===== src/rtl/ep_status_pkg.sv =====
package ep_status_pkg;

    localparam int ERR_W = 4;

    // One endpoint's stored result
    typedef struct packed {
        logic             ovr;
        logic             pid;
        logic [ERR_W-1:0] err;
        logic             ok;
    } ep_stat_t;

    localparam logic [7:0] CMD_STAT_BASE    = 8'hA0;
    localparam logic [7:0] CMD_SETUP_ACK    = 8'hF4;
    localparam logic [7:0] CMD_BUF_VALIDATE = 8'hFA;
    localparam logic [7:0] CMD_BUF_CLEAR    = 8'hF2;

    // Status byte as the microprocessor sees it; bit 5 is always zero
    function automatic logic [7:0] stat_to_byte(ep_stat_t s);
        return {s.ovr, s.pid, 1'b0, s.err, s.ok};
    endfunction

endpackage


===== src/rtl/ep_stat_file.sv =====
module ep_stat_file
    import ep_status_pkg::*;
#(
    parameter int N_EP = 16,
    parameter int EP_W = $clog2(N_EP)
) (
    input  logic             clk,
    input  logic             rst_n,
    input  logic             evt_valid,
    input  logic [EP_W-1:0]  evt_ep,
    input  logic             evt_ok,
    input  logic             evt_pid,
    input  logic [ERR_W-1:0] evt_err,
    input  logic             rd_fire,
    input  logic [EP_W-1:0]  rd_ep,
    output ep_stat_t         rd_stat
);

    typedef struct packed {
        ep_stat_t [N_EP-1:0] stat;
        logic     [N_EP-1:0] unread;
    } file_st_t;

    file_st_t st_d, st_q;

    always_comb begin
        st_d = st_q;
        // Completing a read marks the endpoint as seen
        if (rd_fire) begin
            st_d.unread[rd_ep]   = 1'b0;
            st_d.stat[rd_ep].ovr = 1'b0;
        end
        // A new result overrides the read in the same cycle
        if (evt_valid) begin
            st_d.stat[evt_ep].err = evt_err;
            st_d.stat[evt_ep].ok  = evt_ok;
            if (evt_ok) begin
                st_d.stat[evt_ep].pid = evt_pid;
            end
            if (st_q.unread[evt_ep]) begin
                st_d.stat[evt_ep].ovr = 1'b1;
            end
            st_d.unread[evt_ep] = 1'b1;
        end
    end

    always_ff @(posedge clk) begin
        if (!rst_n) begin
            st_q <= '0;
        end else begin
            st_q <= st_d;
        end
    end

    assign rd_stat = st_q.stat[rd_ep];


    overrun_set_chk: assert property (@(posedge clk) disable iff (!rst_n)
        (evt_valid && st_q.unread[evt_ep]) |=> st_q.stat[$past(evt_ep)].ovr);


    pid_hold_chk: assert property (@(posedge clk) disable iff (!rst_n)
        (evt_valid && !evt_ok) |=>
            (st_q.stat[$past(evt_ep)].pid == $past(st_q.stat[evt_ep].pid)));


    err_update_chk: assert property (@(posedge clk) disable iff (!rst_n)
        evt_valid |=> (st_q.stat[$past(evt_ep)].err == $past(evt_err)));

endmodule


===== src/rtl/ep_cmd_decode.sv =====
module ep_cmd_decode
    import ep_status_pkg::*;
#(
    parameter int N_EP = 16,
    parameter int EP_W = $clog2(N_EP)
) (
    input  logic            clk,
    input  logic            rst_n,
    input  logic            cmd_valid,
    input  logic [7:0]      cmd_code,
    input  logic            rd_strobe,
    input  ep_stat_t        rd_stat,
    output logic [EP_W-1:0] sel_ep,
    output logic            rd_fire,
    output logic [7:0]      rd_data,
    output logic            rd_valid,
    output logic            setup_ack,
    output logic            val_req,
    output logic            clr_req
);

    typedef struct packed {
        logic [EP_W-1:0] sel;
        logic            armed;
        logic [7:0]      data;
        logic            valid;
    } dec_st_t;

    dec_st_t st_d, st_q;
    logic    is_stat_cmd;

    assign is_stat_cmd = cmd_valid && (cmd_code[7:EP_W] == CMD_STAT_BASE[7:EP_W]);
    assign rd_fire     = rd_strobe && st_q.armed;
    assign setup_ack   = cmd_valid && (cmd_code == CMD_SETUP_ACK);
    assign val_req     = cmd_valid && (cmd_code == CMD_BUF_VALIDATE);
    assign clr_req     = cmd_valid && (cmd_code == CMD_BUF_CLEAR);

    always_comb begin
        st_d       = st_q;
        st_d.valid = 1'b0;
        if (rd_fire) begin
            st_d.data  = stat_to_byte(rd_stat);
            st_d.valid = 1'b1;
            st_d.armed = 1'b0;
        end
        if (is_stat_cmd) begin
            st_d.sel   = cmd_code[EP_W-1:0];
            st_d.armed = 1'b1;
        end
    end

    always_ff @(posedge clk) begin
        if (!rst_n) begin
            st_q <= '0;
        end else begin
            st_q <= st_d;
        end
    end

    assign sel_ep   = st_q.sel;
    assign rd_data  = st_q.data;
    assign rd_valid = st_q.valid;


    read_return_chk: assert property (@(posedge clk) disable iff (!rst_n)
        (rd_strobe && st_q.armed) |=> rd_valid);


    no_stray_read_chk: assert property (@(posedge clk) disable iff (!rst_n)
        (rd_strobe && !st_q.armed) |=> !rd_valid);


    always_ff @(posedge clk) begin
        if (rst_n) begin
            reserved_zero_chk: assert (rd_data[5] == 1'b0);
        end
    end

endmodule


===== src/rtl/ep_buf_gate.sv =====
module ep_buf_gate #(
    parameter int N_EP   = 16,
    parameter int N_CTRL = 2,
    parameter int EP_W   = $clog2(N_EP)
) (
    input  logic            clk,
    input  logic            rst_n,
    input  logic            setup_seen,
    input  logic            setup_ack,
    input  logic            val_req,
    input  logic            clr_req,
    input  logic [EP_W-1:0] req_ep,
    output logic            locked,
    output logic            buf_validate,
    output logic            buf_clear,
    output logic            buf_reject,
    output logic [EP_W-1:0] buf_ep
);

    typedef struct packed {
        logic            lock;
        logic            val;
        logic            clr;
        logic            rej;
        logic [EP_W-1:0] ep;
    } gate_st_t;

    gate_st_t st_d, st_q;
    logic     is_ctrl;
    logic     blocked;

    assign is_ctrl = (req_ep < EP_W'(N_CTRL));
    assign blocked = (val_req || clr_req) && is_ctrl && st_q.lock;

    always_comb begin
        st_d = st_q;
        if (setup_ack) begin
            st_d.lock = 1'b0;
        end
        if (setup_seen) begin
            st_d.lock = 1'b1;
        end
        st_d.val = val_req && !blocked;
        st_d.clr = clr_req && !blocked;
        st_d.rej = blocked;
        if (val_req || clr_req) begin
            st_d.ep = req_ep;
        end
    end

    always_ff @(posedge clk) begin
        if (!rst_n) begin
            st_q <= '0;
        end else begin
            st_q <= st_d;
        end
    end

    assign locked       = st_q.lock;
    assign buf_validate = st_q.val;
    assign buf_clear    = st_q.clr;
    assign buf_reject   = st_q.rej;
    assign buf_ep       = st_q.ep;


    lock_set_chk: assert property (@(posedge clk) disable iff (!rst_n)
        setup_seen |=> locked);


    lock_block_chk: assert property (@(posedge clk) disable iff (!rst_n)
        (locked && (val_req || clr_req) && (req_ep < EP_W'(N_CTRL)))
            |=> (buf_reject && !buf_validate && !buf_clear));


    pulse_excl_chk: assert property (@(posedge clk) disable iff (!rst_n)
        $onehot0({buf_validate, buf_clear, buf_reject}));

endmodule


===== src/rtl/ep_status_bank.sv =====
module ep_status_bank
    import ep_status_pkg::*;
#(
    parameter int N_EP   = 16,
    parameter int N_CTRL = 2,
    parameter int EP_W   = $clog2(N_EP)
) (
    input  logic             clk,
    input  logic             rst_n,
    input  logic             evt_valid,
    input  logic [EP_W-1:0]  evt_ep,
    input  logic             evt_ok,
    input  logic             evt_pid,
    input  logic [ERR_W-1:0] evt_err,
    input  logic             setup_seen,
    input  logic             cmd_valid,
    input  logic [7:0]       cmd_code,
    input  logic [EP_W-1:0]  cmd_ep,
    input  logic             rd_strobe,
    output logic [7:0]       rd_data,
    output logic             rd_valid,
    output logic             ctrl_locked,
    output logic             buf_validate,
    output logic             buf_clear,
    output logic [EP_W-1:0]  buf_ep,
    output logic             buf_reject
);

    ep_stat_t        sel_stat;
    logic [EP_W-1:0] sel_ep;
    logic            rd_fire;
    logic            setup_ack;
    logic            val_req;
    logic            clr_req;

    ep_stat_file #(.N_EP(N_EP), .EP_W(EP_W)) u_file (
        .clk       (clk),
        .rst_n     (rst_n),
        .evt_valid (evt_valid),
        .evt_ep    (evt_ep),
        .evt_ok    (evt_ok),
        .evt_pid   (evt_pid),
        .evt_err   (evt_err),
        .rd_fire   (rd_fire),
        .rd_ep     (sel_ep),
        .rd_stat   (sel_stat)
    );

    ep_cmd_decode #(.N_EP(N_EP), .EP_W(EP_W)) u_dec (
        .clk       (clk),
        .rst_n     (rst_n),
        .cmd_valid (cmd_valid),
        .cmd_code  (cmd_code),
        .rd_strobe (rd_strobe),
        .rd_stat   (sel_stat),
        .sel_ep    (sel_ep),
        .rd_fire   (rd_fire),
        .rd_data   (rd_data),
        .rd_valid  (rd_valid),
        .setup_ack (setup_ack),
        .val_req   (val_req),
        .clr_req   (clr_req)
    );

    ep_buf_gate #(.N_EP(N_EP), .N_CTRL(N_CTRL), .EP_W(EP_W)) u_gate (
        .clk          (clk),
        .rst_n        (rst_n),
        .setup_seen   (setup_seen),
        .setup_ack    (setup_ack),
        .val_req      (val_req),
        .clr_req      (clr_req),
        .req_ep       (cmd_ep),
        .locked       (ctrl_locked),
        .buf_validate (buf_validate),
        .buf_clear    (buf_clear),
        .buf_reject   (buf_reject),
        .buf_ep       (buf_ep)
    );

endmodule


===== config.mk =====
export PLATFORM = sky130hd
export DESIGN_NAME = ep_status_bank
export DESIGN_NICKNAME = d
export VERILOG_FILES = /design/src/rtl/ep_status_pkg.sv /design/src/rtl/ep_stat_file.sv /design/src/rtl/ep_cmd_decode.sv /design/src/rtl/ep_buf_gate.sv /design/src/rtl/ep_status_bank.sv
export SDC_FILE = /design/constraint.sdc
export NUM_CORES = 1
export LEC_CHECK = 0
export BUFFER_PORTS_ARGS = -buffer_cell sky130_fd_sc_hd__buf_2
export CORE_MARGIN = 4
export CORE_UTILIZATION = 40
export CTS_CLUSTER_SIZE = 24
export DETAILED_ROUTE_END_ITERATION = 8
export PLACE_DENSITY = 0.62
export SLEW_MARGIN = 20
export SYNTH_ARGS = -nofsm -noshare
export SYNTH_HDL_FRONTEND = slang
export SYNTH_SLANG_ARGS = --single-unit
export TNS_END_PERCENT = 30

===== constraint.sdc =====
create_clock -name clk -period 1.55 [get_ports clk]
set_input_delay 0.2325 -clock clk [delete_from_list [all_inputs] [get_ports clk]]
set_output_delay 0.2325 -clock clk [all_outputs]
set_load 0.005 [all_outputs]

==> results_dict.tcl, run 1 <==
set metrics [dict create \
    rsz0062_at_grt "no" \
    tns_ns 0 \
    synthTopCellsByCount "dfxtp_1, a21oi_1, o21ai_0, nand3_1, clkbuf_1" \
    clock_path_buffers 2 \
    period_minus_slack_ns 1.51 \
    antenna_found_initial 0 \
    crit_chain "buf_12 > mux4_2 > a22oi_1 > a31oi_1" \
    crit_type "reg2reg" \
    clock_skew_ns 0.00950 \
    p_total_mw 8.87 \
    hold_viol 0 \
    ant_nets 0 \
    clk_pin_slew_ns 0.06 \
    comb_power_share 0.073 \
    cts_hold_repair.buffers 0 \
    drt-wirelength-per-cell_um 20.5 \
    grt_pass1_vias 6414 \
    drt_iter0_drc 697 \
    start_kind "flop" \
    vdd_drop_max_mv 0.814 \
    ys_ff_latch 149 \
    reg2reg_depth 4 \
    p_int_mw 6.84 \
    place.port_buffers 43 \
    synth_top_cells_by_area "dfxtp_1, a21oi_1, o21ai_0" \
    dr.pass1.iters 5 \
    yosys_warnings 0 \
    syn_area_per_cell_um2 8.91 \
    slew-limit-headroom 0.657 \
    htreeDepth 4 \
    p_sw_mw 2.03 \
    cts.sinks 149 \
    slowest_stage "mux4_2" \
    hold_class "in2reg" \
    cts_tree "yes" \
    synth_edf_count 0 \
    initial_core_util 0.411 \
    grt_first_pass_wirelength_mm 33.6 \
    synthArstFlopShare 0 \
    synth_top_area_share 0.433 \
    yosysSeqAreaShare 0.433 \
    grt_max_degree 44 \
    drt_wl_total_mm 20.8 \
    crit_required_ns 1.84 \
    synth_cell_type_count 44 \
    crit_path_end_kind "flop" \
    vias 6439 \
    dp_hpwl_mm 12.7 \
    cp_slowest_stage_delay_ns 0.50 \
    synth_nets 802 \
    ios 45 \
    crit_start "u_dec.sel_ep[1]" \
    overflow 0 \
    post-synth-top-count-cell "dfxtp_1" \
    fp.dieW_um 139 \
    power_leakage_nw 2.72 \
    syn_inst 774 \
    worstPathArrival_ns 1.80 \
    vias_per_cell 6.35 \
    remaining_drc_errors 0 \
    mappedNetlistArea_um2 6900 \
    antenna_cells 0 \
    post_cts_buffers 0 \
    gp_congestion 0.804 \
    grt_usage 0.212 \
    setup_viol 0 \
    swShare 0.229 \
    rrSetupSlack_ns 0.04 \
    fmax_ghz 0.663 \
    drive_gt1_frac 0.219 \
    cts_buffers 17 \
    seq_power_share 0.440 \
    area_growth_syn_to_layout_pct 18.1 \
    row_count 47 \
    post-route-period-util 0.973 \
    yosysTopAreaCell "dfxtp_1" \
    maxCapViolations 0 \
    dieArea_um2 19400 \
    r2r-end "u_dec.rd_data[7]" \
    critPathMaxFanout 17 \
    fill_cells 1558 \
    p_per_area_nw_per_um2 1090 \
    maxSlewViolCount 0 \
    core_area_um2 16800 \
    synth-main-ff-cell "dfxtp_1" \
    clkLatencyLatePin_ns 0.42 \
    max_slew.worst_pin.slew_ns 0.514 \
    die-height_um 139 \
    cp-endpoint "u_dec.rd_data[7]" \
    num-nets-final 810 \
    r2r-start "u_dec.sel_ep[1]" \
    cts_root_buf "clkbuf_16" \
    pwr-share-clk 0.487 \
    status "completed" \
]
==> critical path: cells and delay by family (launching register included) <==
kind | cells | cell delay [ns]
muxes | 1 | 0.50
DFF | 1 | 0.40
AOI/OAI and AO/OA | 2 | 0.30
buffers and inverters | 1 | 0.17
==> stage by stage <==
step,worst slack [ns],utilization,hold slack (ns),cell area [um^2],std cells
2_1_floorplan,0.126,-,0.362,6900,774
3_5_place_dp,0.000543,0.447,0.460,7490,983
5_1_grt,0.000947,0.486,0.0741,8140,1014
3_3_place_gp,0.0440,0.447,0.454,7490,983
6_report,0.0416,0.486,0.0597,8140,1014
4_1_cts,0.0232,0.484,0.0487,8110,1014
==> how the worst min path moves through the flow <==
stage                    start              end  slack [ns]  cells past startpoint
2_1_floorplan       setup_seen    u_gate.locked        0.36                      2
3_3_place_gp   u_file.st_q[77]  u_file.st_q[77]        0.45                      2
3_5_place_dp   u_file.st_q[91]  u_file.st_q[91]        0.46                      2
4_1_cts             setup_seen    u_gate.locked        0.05                      3
5_1_grt             setup_seen    u_gate.locked        0.07                      3
6_report            setup_seen    u_gate.locked        0.06                      3
==> cells by family after synthesis <==
kind of cell	synth area share
AOI/OAI and AO/OA	0.242
and+or+nand+nor	0.145
DFF	0.433
buffers and inverters	0.0742
muxes	0.106
other	0.000544
==> power by group through the flow <==
stage | clock network, mW | registers, mW | logic [mW]
after floorplan | 0 | 3.97 | 0.378
after global placement | 0 | 3.98 | 0.618
after detailed placement | 0 | 3.98 | 0.633
after CTS | 4.36 | 3.90 | 0.635
after global routing | 4.50 | 3.90 | 0.693
final | 4.32 | 3.90 | 0.650
==> placed cells by master (no fill, tap or decap), types with 6 or more instances in the layout <==
master,count
o21ai_0,121
buf_12,21
mux4_2,25
nand4_1,21
nand3_1,89
a31oi_1,7
mux2_2,11
dfxtp_1,146
nand2b_1,6
nand2_1,26
o211ai_1,16
a21oi_1,122
clkbuf_16,17
buf_4,23
o31ai_1,20
buf_2,43
==> layer usage <==
layer  GRT usage  vias to the layer above  share of wire  wire (um)
met5           0                        -              0          0
met4      0.0778                        0          0.017        357
met3      0.0497                       43          0.091       1890
met2       0.337                      359           0.46       9640
met1       0.282                     3155           0.43       8940
li1            -                     2882              -          -
==> registers in the layout (all words and copies together), names as in the netlist <==
signal and cells:
u_file.st_q 128, u_dec.rd_data 7, u_dec.sel_ep 4, u_gate.buf_ep 4
u_dec.rd_valid 1, u_dec.st_q 1, u_gate.buf_clear 1, u_gate.buf_reject 1
u_gate.buf_validate 1, u_gate.locked 1
==> repair_timing <==
action | 4_1_cts | 5_1_grt
pin swaps | 0 | 3
resized for setup | 1 | 7
endpoints found under the setup margin | 1 | 6
==> layout make-up <==
class | instances | area, um^2 | share of cell area
Inverter | 3 | 12.5 | 0.00154
Clock buffer | 25 | 505 | 0.0621
Clock inverter | 6 | 115 | 0.0141
Sequential cell | 149 | 2990 | 0.367
Tap cell | 220 | 275 | 0.0338
Multi-Input combinational cell | 524 | 3440 | 0.422
Timing Repair Buffer | 87 | 808 | 0.0993
(Power assumes the default switching activity.)
==> inputs of run 2 (changes only) <==
Settings changed: CELL_PAD_IN_SITES_DETAIL_PLACEMENT from default to 0, CELL_PAD_IN_SITES_GLOBAL_PLACEMENT from default to 2, CORE_UTILIZATION 40 to 34, PLACE_DENSITY 0.62 to 0.78.
==> results_dict.tcl, run 2 (synthesis results as in run 1) <==
set metrics [dict create \
    status "complete, but fails checks" \
    violations "negative setup slack" \
    final_cell_mix "dfxtp_1, a21oi_1, o21ai_0, nand3_1, buf_2" \
    num-nets-final 826 \
    drt_wl_total_mm 22.5 \
    max_slew.worst_pin.slew_ns 0.506 \
    r2r-start "u_dec.sel_ep[1]" \
    fmax_ghz 0.637 \
    cts_hold_repair.buffers 0 \
    slew-limit-headroom 0.662 \
    clock_path_buffers 2 \
    slowest_stage "mux4_2" \
    drt_iter0_drc 699 \
    post-route-period-util 1.01 \
    dieArea_um2 22600 \
    gp_congestion 0.808 \
    period_minus_slack_ns 1.57 \
    clk_pin_slew_ns 0.07 \
    finalInstanceArea_um2 8350 \
    initial_core_util 0.350 \
    drt-wirelength-per-cell_um 20.9 \
    tns_ns -0.0213 \
    setup_ws_ns -0.0189 \
    die-height_um 150 \
    maxSlewViolCount 0 \
    dr.pass1.iters 5 \
    vdd_drop_max_mv 0.664 \
    hold_path_end "u_gate.locked" \
    hold_class "in2reg" \
    grt_pass1_vias 6385 \
    maxCapViolations 0 \
    cts_tree "yes" \
    ios 45 \
    overflow 0 \
    final_common_cell "dfxtp_1" \
    vias_per_cell 5.95 \
    crit_type "reg2reg" \
    grt_first_pass_wirelength_mm 35.0 \
    remaining_drc_errors 0 \
    core_area_um2 19700 \
    vias 6397 \
    grt_usage 0.197 \
    cpLargestDelayFamily "multiplexers" \
    drive_gt1_frac 0.245 \
    place.port_buffers 43 \
    dp_hpwl_mm 13.7 \
    place_area_um2 7560 \
    setup_viol 2 \
    clock_skew_ns 0.00824 \
    crit_path_end_kind "flop" \
    ant_nets 0 \
    cp.depth 5 \
    largest_reg_flops 128 \
    clkLatencyLatePin_ns 0.42 \
    crit_required_ns 1.85 \
    fp.dieW_um 150 \
    reg2reg_depth 5 \
    cp_num_buf_inv 2 \
    grt_max_degree 51 \
    cts_root_buf "clkbuf_16" \
    rrSetupSlack_ns -0.02 \
    htreeDepth 4 \
    antenna_cells 0 \
    row_count 51 \
    p_per_area_nw_per_um2 1040 \
    top_register "u_file.st_q" \
    antenna_found_initial 0 \
    area_growth_syn_to_layout_pct 21.1 \
    holdPathStages 3 \
    hold_viol 0 \
    start_kind "flop" \
    cp_slowest_stage_delay_ns 0.53 \
    hp-start "setup_seen" \
    cts_buffers 17 \
    rsz0062_at_grt "yes" \
    p_total_mw 8.66 \
    r2r-end "u_dec.rd_data[3]" \
    worstPathArrival_ns 1.87 \
    cts.sinks 149 \
    crit_chain "buf_6 > clkbuf_16 > mux4_2 > a22oi_2 > a31oi_1" \
    power_leakage_nw 2.79 \
    critPathMaxFanout 7 \
]
## run 2: repair_timing
| action | 4_1_cts | 5_1_grt |
|---|---|---|
| setup endpoints to repair | 2 | 7 |
| gates resized for setup | 3 | 21 |
| cloned | 0 | 2 |
| buffers inserted | 1 | 5 |
| pin swaps | 0 | 5 |
## run 2: layer usage
metal  up-vias  GRT usage  share of wire
met5         -          0              0
met4         0     0.0636          0.021
met3        36     0.0400          0.064
met2       262      0.315           0.47
met1      3174      0.269           0.45
li1       2925          -              -
## run 2: how the worst max path moves through the flow
stage / end / slack [ns] / start
2_1_floorplan: u_dec.rd_data[2] / 0.13 / u_dec.sel_ep[1]
3_3_place_gp: u_dec.rd_data[0] / -0.07 / u_dec.sel_ep[1]
3_5_place_dp: u_dec.rd_data[0] / -0.05 / u_dec.sel_ep[1]
4_1_cts: u_dec.rd_data[0] / -0.001 / u_dec.sel_ep[1]
5_1_grt: u_dec.rd_data[2] / -0.06 / u_dec.sel_ep[1]
6_report: u_dec.rd_data[3] / -0.02 / u_dec.sel_ep[1]
## run 2: final cells by class
class	count	area, um^2
fillers	1917	11400
multi-input cells	524	3500
inverters	3	12.5
repair buffers	103	932
well taps	265	332
clock inverters	14	153
flip-flops and latches	149	2990
clock buffers	18	429
## run 2: where the power goes
part / total [mW] / switching (mW) / leakage (nW) / internal (mW)
clock: 4.09 / 1.71 / 0.273 / 2.38
sequential: 3.90 / 0.0257 / 1.20 / 3.87
combinational: 0.668 / 0.447 / 1.31 / 0.221
## run 2: through the flow
stage                     hold WS (ns)  instances  worst slack (ns)   util
after floorplan                  0.362        774             0.126      -
after global placement           0.452       1036           -0.0660  0.383
after detailed placement         0.458       1036           -0.0467  0.383
after CTS                       0.0353       1069          -0.00114  0.414
after global routing            0.0430       1076           -0.0559  0.424
final                           0.0459       1076           -0.0189  0.424
## run 2: worst register-to-register path: stages, from the launching register on
cell,delay (ns)
dfxtp_4,0.38
buf_6,0.11
clkbuf_16,0.15
mux4_2,0.53
a22oi_2,0.18
a31oi_1,0.10
